### src/rtl/hdlc_seg_pkg.sv
package hdlc_seg_pkg;

    localparam int unsigned BYTE_W       = 8;
    // Command byte bit positions decoded by the transmit pool
    localparam int unsigned CMD_BIT_CONT = 3;
    localparam int unsigned CMD_BIT_END  = 1;

    typedef enum logic [1:0] {
        SEG_IDLE,
        SEG_FILL,
        SEG_CMD,
        SEG_WAIT
    } seg_state_e;

    typedef struct packed {
        logic ready;
        logic rewind;
    } seg_evt_t;

    function automatic logic [BYTE_W-1:0] seg_cmd(input logic final_piece);
        logic [BYTE_W-1:0] c;
        c = '0;
        c[CMD_BIT_CONT] = 1'b1;
        c[CMD_BIT_END]  = final_piece;
        return c;
    endfunction

endpackage

### src/rtl/hdlc_seg_buf.sv
module hdlc_seg_buf
    import hdlc_seg_pkg::*;
#(
    parameter  int unsigned DEPTH = 128,
    localparam int unsigned IW    = $clog2(DEPTH),
    localparam int unsigned CW    = $clog2(DEPTH + 1)
) (
    input  logic              clk,
    input  logic              rst,
    input  logic              wr_en,
    input  logic [BYTE_W-1:0] wr_data,
    input  logic              clr,
    input  logic [IW-1:0]     rd_addr,
    output logic [BYTE_W-1:0] rd_data,
    output logic [CW-1:0]     count
);

    logic [BYTE_W-1:0] mem [DEPTH];
    logic              room;

    assign room    = count < CW'(DEPTH);
    assign rd_data = mem[rd_addr];

    always_ff @(posedge clk) begin
        if (rst || clr) begin
            count <= '0;
        end else if (wr_en && room) begin
            count <= count + CW'(1);
        end
    end

    always_ff @(posedge clk) begin
        if (wr_en && room && !clr && !rst) begin
            mem[count[IW-1:0]] <= wr_data;
        end
    end

    // stored bytes never exceed the buffer depth
    p_count_cap_r4: assert property (@(posedge clk) disable iff (rst)
        count <= CW'(DEPTH));

endmodule

### src/rtl/hdlc_seg_ctrl.sv
module hdlc_seg_ctrl
    import hdlc_seg_pkg::*;
#(
    parameter  int unsigned DEPTH = 128,
    parameter  int unsigned CHUNK = 32,
    localparam int unsigned IW    = $clog2(DEPTH),
    localparam int unsigned CW    = $clog2(DEPTH + 1),
    localparam int unsigned KW    = $clog2(CHUNK + 1)
) (
    input  logic              clk,
    input  logic              rst,
    input  logic              line_active,
    input  logic              req_end,
    input  logic [CW-1:0]     frame_len,
    input  seg_evt_t          evt,
    input  logic [BYTE_W-1:0] rd_data,
    output logic [IW-1:0]     rd_addr,
    output logic              buf_clr,
    output logic              idle,
    output logic              pool_we,
    output logic [BYTE_W-1:0] pool_data,
    output logic              cmd_we,
    output logic [BYTE_W-1:0] cmd_data,
    output logic              confirm,
    output logic              req_err
);

    seg_state_e     state;
    logic [CW-1:0]  len_q;
    logic [CW-1:0]  rd_ptr;
    logic [CW-1:0]  tx_cnt;
    logic [CW-1:0]  eff_ptr;
    logic [CW-1:0]  eff_tx;
    logic [KW-1:0]  piece_cnt;
    logic           piece_full;
    logic           msg_last;
    logic           frame_done;

    always_comb begin
        // A rewind is applied before a same-cycle ready is served
        eff_ptr    = evt.rewind ? (rd_ptr - tx_cnt) : rd_ptr;
        eff_tx     = evt.rewind ? '0 : tx_cnt;
        piece_full = piece_cnt == KW'(CHUNK - 1);
        msg_last   = (rd_ptr + CW'(1)) == len_q;
        frame_done = eff_ptr == len_q;
        idle       = state == SEG_IDLE;
        buf_clr    = (idle && req_end && !line_active)
                   || (state == SEG_WAIT && evt.ready && frame_done);
        rd_addr    = rd_ptr[IW-1:0];
    end

    always_ff @(posedge clk) begin
        if (rst) begin
            state     <= SEG_IDLE;
            len_q     <= '0;
            rd_ptr    <= '0;
            tx_cnt    <= '0;
            piece_cnt <= '0;
            pool_we   <= 1'b0;
            pool_data <= '0;
            cmd_we    <= 1'b0;
            cmd_data  <= '0;
            confirm   <= 1'b0;
            req_err   <= 1'b0;
        end else begin
            pool_we <= 1'b0;
            cmd_we  <= 1'b0;
            confirm <= 1'b0;
            req_err <= 1'b0;
            if (!idle && req_end) begin
                req_err <= 1'b1;
            end
            unique case (state)
                SEG_IDLE: begin
                    if (req_end) begin
                        if (frame_len == '0) begin
                            req_err <= 1'b1;
                        end else if (line_active) begin
                            len_q     <= frame_len;
                            rd_ptr    <= '0;
                            tx_cnt    <= '0;
                            piece_cnt <= '0;
                            state     <= SEG_FILL;
                        end
                    end
                end
                SEG_FILL: begin
                    pool_we   <= 1'b1;
                    pool_data <= rd_data;
                    rd_ptr    <= rd_ptr + CW'(1);
                    tx_cnt    <= tx_cnt + CW'(1);
                    piece_cnt <= piece_cnt + KW'(1);
                    if (piece_full || msg_last) begin
                        state <= SEG_CMD;
                    end
                end
                SEG_CMD: begin
                    cmd_we   <= 1'b1;
                    cmd_data <= seg_cmd(rd_ptr == len_q);
                    state    <= SEG_WAIT;
                end
                SEG_WAIT: begin
                    if (evt.ready && frame_done) begin
                        confirm <= 1'b1;
                        tx_cnt  <= '0;
                        rd_ptr  <= '0;
                        state   <= SEG_IDLE;
                    end else begin
                        rd_ptr <= eff_ptr;
                        tx_cnt <= eff_tx;
                        if (evt.ready) begin
                            piece_cnt <= '0;
                            state     <= SEG_FILL;
                        end
                    end
                end
                default: state <= SEG_IDLE;
            endcase
        end
    end

    // data and command strobes never share a cycle
    p_one_strobe_r4: assert property (@(posedge clk) disable iff (rst)
        !(pool_we && cmd_we));

    // command byte only ever carries continue, optionally with end
    p_cmd_code_r3: assert property (@(posedge clk) disable iff (rst)
        cmd_we |-> (cmd_data[CMD_BIT_CONT] && ((cmd_data & ~seg_cmd(1'b1)) == '0)));

    // a piece never exceeds the piece size
    p_piece_cap_r2: assert property (@(posedge clk) disable iff (rst)
        piece_cnt <= KW'(CHUNK));

    // confirm lasts a single cycle
    p_confirm_pulse_r5: assert property (@(posedge clk) disable iff (rst)
        confirm |=> !confirm);

    // a lone rewind returns to the frame start
    p_rewind_start_r6: assert property (@(posedge clk) disable iff (rst)
        (state == SEG_WAIT && evt.rewind && !evt.ready) |=> (rd_ptr == '0 && tx_cnt == '0));

    // nothing leaves the block while no frame is held
    p_idle_quiet_r10: assert property (@(posedge clk) disable iff (rst)
        (state == SEG_IDLE) |-> (!pool_we && !cmd_we));

endmodule

### src/rtl/hdlc_tx_segmenter.sv
module hdlc_tx_segmenter
    import hdlc_seg_pkg::*;
#(
    parameter  int unsigned DEPTH = 128,
    parameter  int unsigned CHUNK = 32,
    localparam int unsigned IW    = $clog2(DEPTH),
    localparam int unsigned CW    = $clog2(DEPTH + 1)
) (
    input  logic        clk,
    input  logic        rst,
    input  logic        line_active,
    input  logic        in_valid,
    input  logic [7:0]  in_data,
    input  logic        in_end,
    input  logic        ev_ready,
    input  logic        ev_repeat,
    input  logic        ev_underrun,
    output logic        pool_we,
    output logic [7:0]  pool_data,
    output logic        cmd_we,
    output logic [7:0]  cmd_data,
    output logic        confirm,
    output logic        req_err
);

    seg_evt_t          evt;
    logic              idle;
    logic              buf_clr;
    logic [IW-1:0]     rd_addr;
    logic [BYTE_W-1:0] rd_data;
    logic [CW-1:0]     frame_len;

    assign evt.ready  = ev_ready;
    assign evt.rewind = ev_repeat | ev_underrun;

    hdlc_seg_buf #(.DEPTH(DEPTH)) u_buf (
        .clk     (clk),
        .rst     (rst),
        .wr_en   (in_valid && idle),
        .wr_data (in_data),
        .clr     (buf_clr),
        .rd_addr (rd_addr),
        .rd_data (rd_data),
        .count   (frame_len)
    );

    hdlc_seg_ctrl #(.DEPTH(DEPTH), .CHUNK(CHUNK)) u_ctrl (
        .clk         (clk),
        .rst         (rst),
        .line_active (line_active),
        .req_end     (in_end),
        .frame_len   (frame_len),
        .evt         (evt),
        .rd_data     (rd_data),
        .rd_addr     (rd_addr),
        .buf_clr     (buf_clr),
        .idle        (idle),
        .pool_we     (pool_we),
        .pool_data   (pool_data),
        .cmd_we      (cmd_we),
        .cmd_data    (cmd_data),
        .confirm     (confirm),
        .req_err     (req_err)
    );

endmodule

### config.mk
export PLATFORM = sky130hd
export DESIGN_NAME = hdlc_tx_segmenter
export DESIGN_NICKNAME = d
export VERILOG_FILES = /design/src/rtl/hdlc_seg_pkg.sv /design/src/rtl/hdlc_seg_buf.sv /design/src/rtl/hdlc_seg_ctrl.sv /design/src/rtl/hdlc_tx_segmenter.sv
export SDC_FILE = /design/constraint.sdc
export NUM_CORES = 1
export LEC_CHECK = 0
export ABC_AREA = 1
export BUFFER_PORTS_ARGS = -buffer_cell sky130_fd_sc_hd__buf_4
export CORE_MARGIN = 8
export CORE_UTILIZATION = 40
export CTS_CLUSTER_SIZE = 28
export DETAILED_ROUTE_END_ITERATION = 10
export SLEW_MARGIN = 20
export SYNTH_ARGS = -nofsm -noshare
export SYNTH_HDL_FRONTEND = slang
export SYNTH_SLANG_ARGS = --single-unit
### constraint.sdc
create_clock -name clk -period 4.63 [get_ports clk]
set_input_delay 0.463 -clock clk [delete_from_list [all_inputs] [get_ports clk]]
set_output_delay 0.463 -clock clk [all_outputs]
set_load 0.05 [all_outputs]
==> summary.md, run 1 <==
| Metric | Value |
|---|---|
| Setup crit start kind | register |
| Wire per inst | 23.2 µm |
| Clock Power Share | 40.4% |
| TNS Setup | 0 ns |
| Port Buffers | 29 |
| Slew @ Worst Pin | 0.988 ns |
| Cell Area, Placed | 46300 µm² |
| HP Class | in2reg |
| Final ANT Viol Nets | 0 |
| Cell count after synthesis | 3725 |
| Gr ovfl total | 0 |
| Worst Path Max Fanout | 38 |
| Via density | 5.59 |
| Die ar. | 122000 µm² |
| Num ports | 36 |
| Sequential Power Share | 50.4% |
| Primary FF master, synth | edfxtp_1 |
| Die height | 349 µm |
| DRT Wirelength | 123000 µm |
| Register area share after synthesis | 71.9% |
| Initial Util | 40.2% |
| Non-filler cells in the finished layout | 5314 |
| Placer Congestion | 0.837 |
| Yosys warning count | 0 |
| Post-Place Setup Slack | 0.549 ns |
| Cells after DPL | 5108 |
| Mapped Area | 44300 µm² |
| TritonCTS Buffers | 111 |
| Fin area | 49800 µm² |
| Max Freq | 245 MHz |
| Max-slew violation count | 0 |
| Fraction of final layout cells sized beyond drive strength 1 | 8.99% |
| Setup ws final | 0.544 ns |
| FP Rows | 122 |
| Area growth syn-to-layout | 12.5% |
| Leakage | 16.9 nW |
| Post-synth EDFFs | 1024 |
| Switching power share of the total | 24.6% |
| Async set-or-reset flop fraction in the synthesized netlist | 0% |
| Crit Path Category | reg2reg |
| FF+latch count, synth | 1078 |
| RSZ-0062 raised after global routing | false |
| Final setup fails | 0 |
| Slew headroom | 33.6% |
| Largest net degree at the start of global routing | 186 |
| Resize count post-CTS | 0 |
| TritonCTS clock tree | built |
| Final Hold Viols | 0 |
| Iter 0 DRT Violations | 3702 |
| Final min period | 4.09 ns |
| First-pass GRT wire length | 183000 µm |
| Yosys cell types | 42 |
| H-tree levels | 3 |
| Share of the core filled with cells | 45.2% |
| Vias | 29700 |
| Width of the die | 349 µm |
| Design internal power | 16.2 mW |
| N_diodes | 0 |
| Outcome | completed |
| Setup Fix Bufs, Post-CTS | 0 |
| Cts hold-fix bufs | 0 |
| Tot GR Track Use | 19.7% |
| Max clock buf depth | 3 |
| Drt drc | 0 |
| Vias in the first global route | 28700 |
| Later-pin clock latency in the skew report | 0.70 ns |
| Clock Sinks | 1078 |
| Core Area | 110000 µm² |
| Root buf cell | clkbuf_16 |
| Max IR drop VDD | 0.000319 V |
| Layout Nets | 3767 |
| Initial antenna violation count | 0 |
| Power density over cell area | 432 nW/µm² |
| CP required | 4.94 ns |
| DR pass1 iterations | 9 |
| Clock Pin Slew Worst Setup and Hold Paths | 0.06 ns |
| Hpwl dp | 69500 µm |
| CP arrival | 4.40 ns |
| Mean Syn Cell Area | 11.9 µm² |
| Tcrit/Tclk final | 88.2% |
| Setup Skew | 0.0624 ns |
| Crit path capture type | register |
| Max Cap Viol | 0 |
| Gate power share | 9.2% |
| Switching pwr | 5.30 mW |
power by group through the flow:
stage	sequential, mW	clock (mW)	combinational (mW)
2_1_floorplan	11.1	0	1.21
3_3_place_gp	11.1	0	1.97
3_5_place_dp	11.1	0	1.97
4_1_cts	10.8	8.84	1.98
5_1_grt	10.9	9.19	2.20
6_report	10.8	8.70	1.99
worst paths after layout:
kind	start	end	slack (ns)	cells after the start
worst max-delay path	u_ctrl.rd_ptr[0]$_SDFFE_PP0P_	u_buf.mem[104][2]$_DFFE_PP_	0.54	19
worst min-delay path	in_end	u_ctrl.req_err$_SDFF_PP0_	0.06	3
worst max register to register	u_ctrl.rd_ptr[0]$_SDFFE_PP0P_	u_buf.mem[104][2]$_DFFE_PP_	0.54	19
worst min register to register	u_ctrl.cmd_data[3]$_SDFFE_PP0P_	u_ctrl.cmd_data[3]$_SDFFE_PP0P_	0.49	2
cell usage after synthesis, drive strengths merged, types with 2 or more instances:
cell,n,area (µm²)
nor4,2,12.5
xnor2,3,26.3
o211ai,6,45.0
clkbuf,162,608
xor2,10,87.6
a21oi,168,852
a21o,7,52.6
edfxtp,1024,30700
ha,17,213
nand2,418,1600
a31oi,2,12.5
o221ai,39,342
nor3,11,55.1
inv,103,389
nand4,3,18.8
o21ai,536,2680
nor2,674,2560
nand3,184,1020
nand3b,4,30.0
o22ai,202,1260
buf,89,492
dfxtp,54,1080
flip-flops by register name (all words and copies together) (netlist names):
register          flops
u_ctrl.tx_cnt         8
u_ctrl.state          2
u_ctrl.cmd_data       2
u_ctrl.pool_data      8
u_ctrl.confirm        1
u_ctrl.rd_ptr         8
u_ctrl.req_err        1
u_ctrl.cmd_we         1
u_ctrl.len_q          8
u_buf.count           8
u_ctrl.piece_cnt      6
u_buf.mem          1024
u_ctrl.pool_we        1
layout make-up:
type | instances | area (µm²)
Sequential cell | 1078 | 31800
Clock buffer | 139 | 2930
Fill cell | 10100 | 60400
Tap cell | 1488 | 1860
Multi-Input combinational cell | 2297 | 11000
Timing Repair Buffer | 141 | 1200
Inverter | 104 | 408
Clock inverter | 67 | 596
per-layer routing:
metal / global-route usage [%] / vias up / routed length [µm]
li1: - / 13500 / -
met1: 27.4 / 14800 / 53000
met2: 31.4 / 1251 / 56800
met3: 3.67 / 190 / 10300
met4: 5.86 / 0 / 3250
met5: 0 / - / 0
stage by stage:
step,hold slack (ns),total power [mW]
after floorplan,0.452,12.3
after global placement,0.468,13.0
after detailed placement,0.482,13.0
after CTS,0.0153,21.7
after global routing,0.0381,22.2
final,0.0605,21.5
placed cells by master (no fill, tap or decap), types with 97 or more instances in the layout:
cell type and n:
nand3_1 173, buf_4 130, inv_1 97, o22ai_1 202
o21ai_0 518, clkbuf_16 112, nand2_1 408, edfxtp_1 1024
a21oi_1 165, nor2_1 669
cell families after synthesis:
logic type                 Yosys count  share of synthesized area, %
adders and majority gates           18                         0.526
DFF                               1078                          71.9
and+or+nand+nor                   1297                          12.0
buffers and inverters              355                          3.37
xor gates and xnor gates            13                         0.257
AOI/OAI and AO/OA                  963                          11.9
other                                1                       0.00847
critical path, stage by stage, from the launching register on:
cell and delay, ns:
dfxtp_4 0.37, inv_8 0.18, ha_1 0.18, inv_1 0.05, fa_1 0.40, nand2_1 0.12
nand2_1 0.08, nand3b_1 0.10, nand2_1 0.06, nand2_1 0.06, nand3_1 0.09, nand2_1 0.11
nand2_1 0.06, nand2_1 0.09, nor2_2 0.06, nand3_2 0.09, nand2_4 0.14, nor2_8 0.19
nand3_4 0.50, nor2_1 0.76
No activity file was read; power rests on OpenSTA's default activity.
==> run 2: changes to the inputs <==
CTS_BUF_LIST = sky130_fd_sc_hd__clkbuf_16   (was unset)
==> summary.md, run 2 (synthesis results as in run 1) <==
| Metric | Value |
|---|---|
| Outcome | completed |
| Beginning of the worst hold path | in_end |
| Resize count post-CTS | 0 |
| Cell Area, Placed | 46300 µm² |
| Highest routed layer | met4 |
| Clock Pin Slew Worst Setup and Hold Paths | 0.06 ns |
| Fraction of final layout cells sized beyond drive strength 1 | 8.91% |
| Initial Util | 40.2% |
| Max IR drop VDD | 0.000321 V |
| Core Area | 110000 µm² |
| FF-to-FF path depth | 19 |
| HP Class | in2reg |
| DRT Wirelength | 123000 µm |
| Fin area | 49800 µm² |
| Max-slew violation count | 0 |
| Routed length on met2 | 56900 µm |
| Setup ws final | 0.529 ns |
| Power density over cell area | 431 nW/µm² |
| Initial antenna violation count | 0 |
| Via density | 5.59 |
| Final setup fails | 0 |
| Final min period | 4.10 ns |
| Drt drc | 0 |
| Max clock buf depth | 3 |
| Wire per inst | 23.2 µm |
| TritonCTS Buffers | 111 |
| Placer Congestion | 0.837 |
| CP arrival | 4.42 ns |
| Most common cell after layout, fill and taps aside | edfxtp_1 |
| Setup crit start kind | register |
| Hpwl dp | 69500 µm |
| Crit Path Category | reg2reg |
| Max Freq | 244 MHz |
| Port Buffers | 29 |
| Iter 0 DRT Violations | 3732 |
| WHS Endpoint | u_ctrl.req_err$_SDFF_PP0_ |
| Wl on met1 | 52900 µm |
| Num ports | 36 |
| First-pass GRT wire length | 183000 µm |
| Tot GR Track Use | 19.7% |
| Vias in the first global route | 28600 |
| Later-pin clock latency in the skew report | 0.70 ns |
| Share of the core filled with cells | 45.2% |
| Post-Place Setup Slack | 0.549 ns |
| Die ar. | 122000 µm² |
| Area growth syn-to-layout | 12.5% |
| Hold Path Depth | 3 |
| Slew @ Worst Pin | 1.03 ns |
| Vias | 29700 |
| Cts hold-fix bufs | 0 |
| Width of the die | 349 µm |
| Setup Fix Bufs, Post-CTS | 0 |
| Die height | 349 µm |
| Crit path capture type | register |
| Worst Path Max Fanout | 38 |
| FP Rows | 122 |
| Leakage | 16.9 nW |
| Slew headroom | 30.6% |
| TritonCTS clock tree | built |
| H-tree levels | 3 |
| Commonest cells after routing, fill and taps aside | edfxtp_1 (1024), nor2_1 (669), o21ai_0 (518), nand2_1 (408), o22ai_1 (202) |
| Met3 wire len | 10300 µm |
| Final Hold Viols | 0 |
| Internal reg-to-reg setup slack | 0.53 ns |
| CP required | 4.94 ns |
| Final ANT Viol Nets | 0 |
| Clock Sinks | 1078 |
| Max reg flops | 1024 |
| DR pass1 iterations | 6 |
| RSZ-0062 raised after global routing | false |
| Root buf cell | clkbuf_16 |
| Critical R2R Capture | u_buf.mem[104][2]$_DFFE_PP_ |
| Tcrit/Tclk final | 88.6% |
| N_diodes | 0 |
| Max Cap Viol | 0 |
| Largest net degree at the start of global routing | 186 |
| Gr ovfl total | 0 |
| TNS Setup | 0 ns |
| Worst r2r src | u_ctrl.rd_ptr[0]$_SDFFE_PP0P_ |
| Layout Nets | 3767 |
| Setup Skew | 0.0649 ns |
[run 2: cell count changes in the layout (fill, tap and decap cells not counted)]
cell      change
clkbuf_1     -24
clkbuf_8      -3
clkinv_1      +3
inv_1        +24
[run 2: worst max path at each step]
| stage | startpoint | slack (ns) | to | depth (start not counted) |
|---|---|---|---|---|
| floorplan | u_ctrl.rd_ptr[0]$_SDFFE_PP0P_ | 0.81 | u_buf.mem[100][0]$_DFFE_PP_ | 24 |
| global placement | u_ctrl.rd_ptr[0]$_SDFFE_PP0P_ | 0.51 | u_buf.mem[96][0]$_DFFE_PP_ | 19 |
| detailed placement | u_ctrl.rd_ptr[0]$_SDFFE_PP0P_ | 0.55 | u_buf.mem[104][2]$_DFFE_PP_ | 19 |
| CTS | u_ctrl.rd_ptr[0]$_SDFFE_PP0P_ | 0.53 | u_buf.mem[104][6]$_DFFE_PP_ | 19 |
| global route | u_ctrl.rd_ptr[0]$_SDFFE_PP0P_ | 0.20 | u_buf.mem[82][0]$_DFFE_PP_ | 19 |
| finish | u_ctrl.rd_ptr[0]$_SDFFE_PP0P_ | 0.53 | u_buf.mem[104][2]$_DFFE_PP_ | 19 |
[run 2: report_power, final]
group | internal (mW) | switching [mW] | total [mW]
combinational | 0.540 | 1.44 | 1.98
clock | 4.84 | 3.76 | 8.60
sequential | 10.8 | 0.0942 | 10.9
total | 16.1 | 5.30 | 21.4
[run 2: through the flow]
stage	power (mW)	hold slack, ns	instances
6_report	21.4	0.0550	5314
5_1_grt	22.1	0.0381	5314
4_1_cts	21.6	0.0153	5314
3_3_place_gp	13.0	0.468	5107
3_5_place_dp	13.0	0.482	5108
2_1_floorplan	12.3	0.452	3730
[run 2: layout make-up]
class	instances	area, µm²
fillers	10100	60400
flip-flops and latches	1078	31800
multi-input cells	2297	11000
clock buffers	112	2800
well taps	1488	1860
repair buffers	141	1200
clock inverters	94	697
inverters	104	408
[run 2: critical path, cell delays in order (launching register included)]
cell,delay [ns]
dfxtp_4,0.37
inv_8,0.18
ha_1,0.18
inv_1,0.05
fa_1,0.40
nand2_1,0.12
nand2_1,0.08
nand3b_1,0.11
nand2_1,0.06
nand2_1,0.06
nand3_1,0.09
nand2_1,0.11
nand2_1,0.06
nand2_1,0.09
nor2_2,0.06
nand3_2,0.09
nand2_4,0.15
nor2_8,0.20
nand3_4,0.50
nor2_1,0.76
[run 2: layer usage]
| metal | vias to the layer above | track usage (%) |
|---|---|---|
| met4 | 0 | 5.84 |
| met1 | 14700 | 27.4 |
| met5 | - | 0 |
| met3 | 199 | 3.66 |
| li1 | 13500 | - |
| met2 | 1274 | 31.4 |
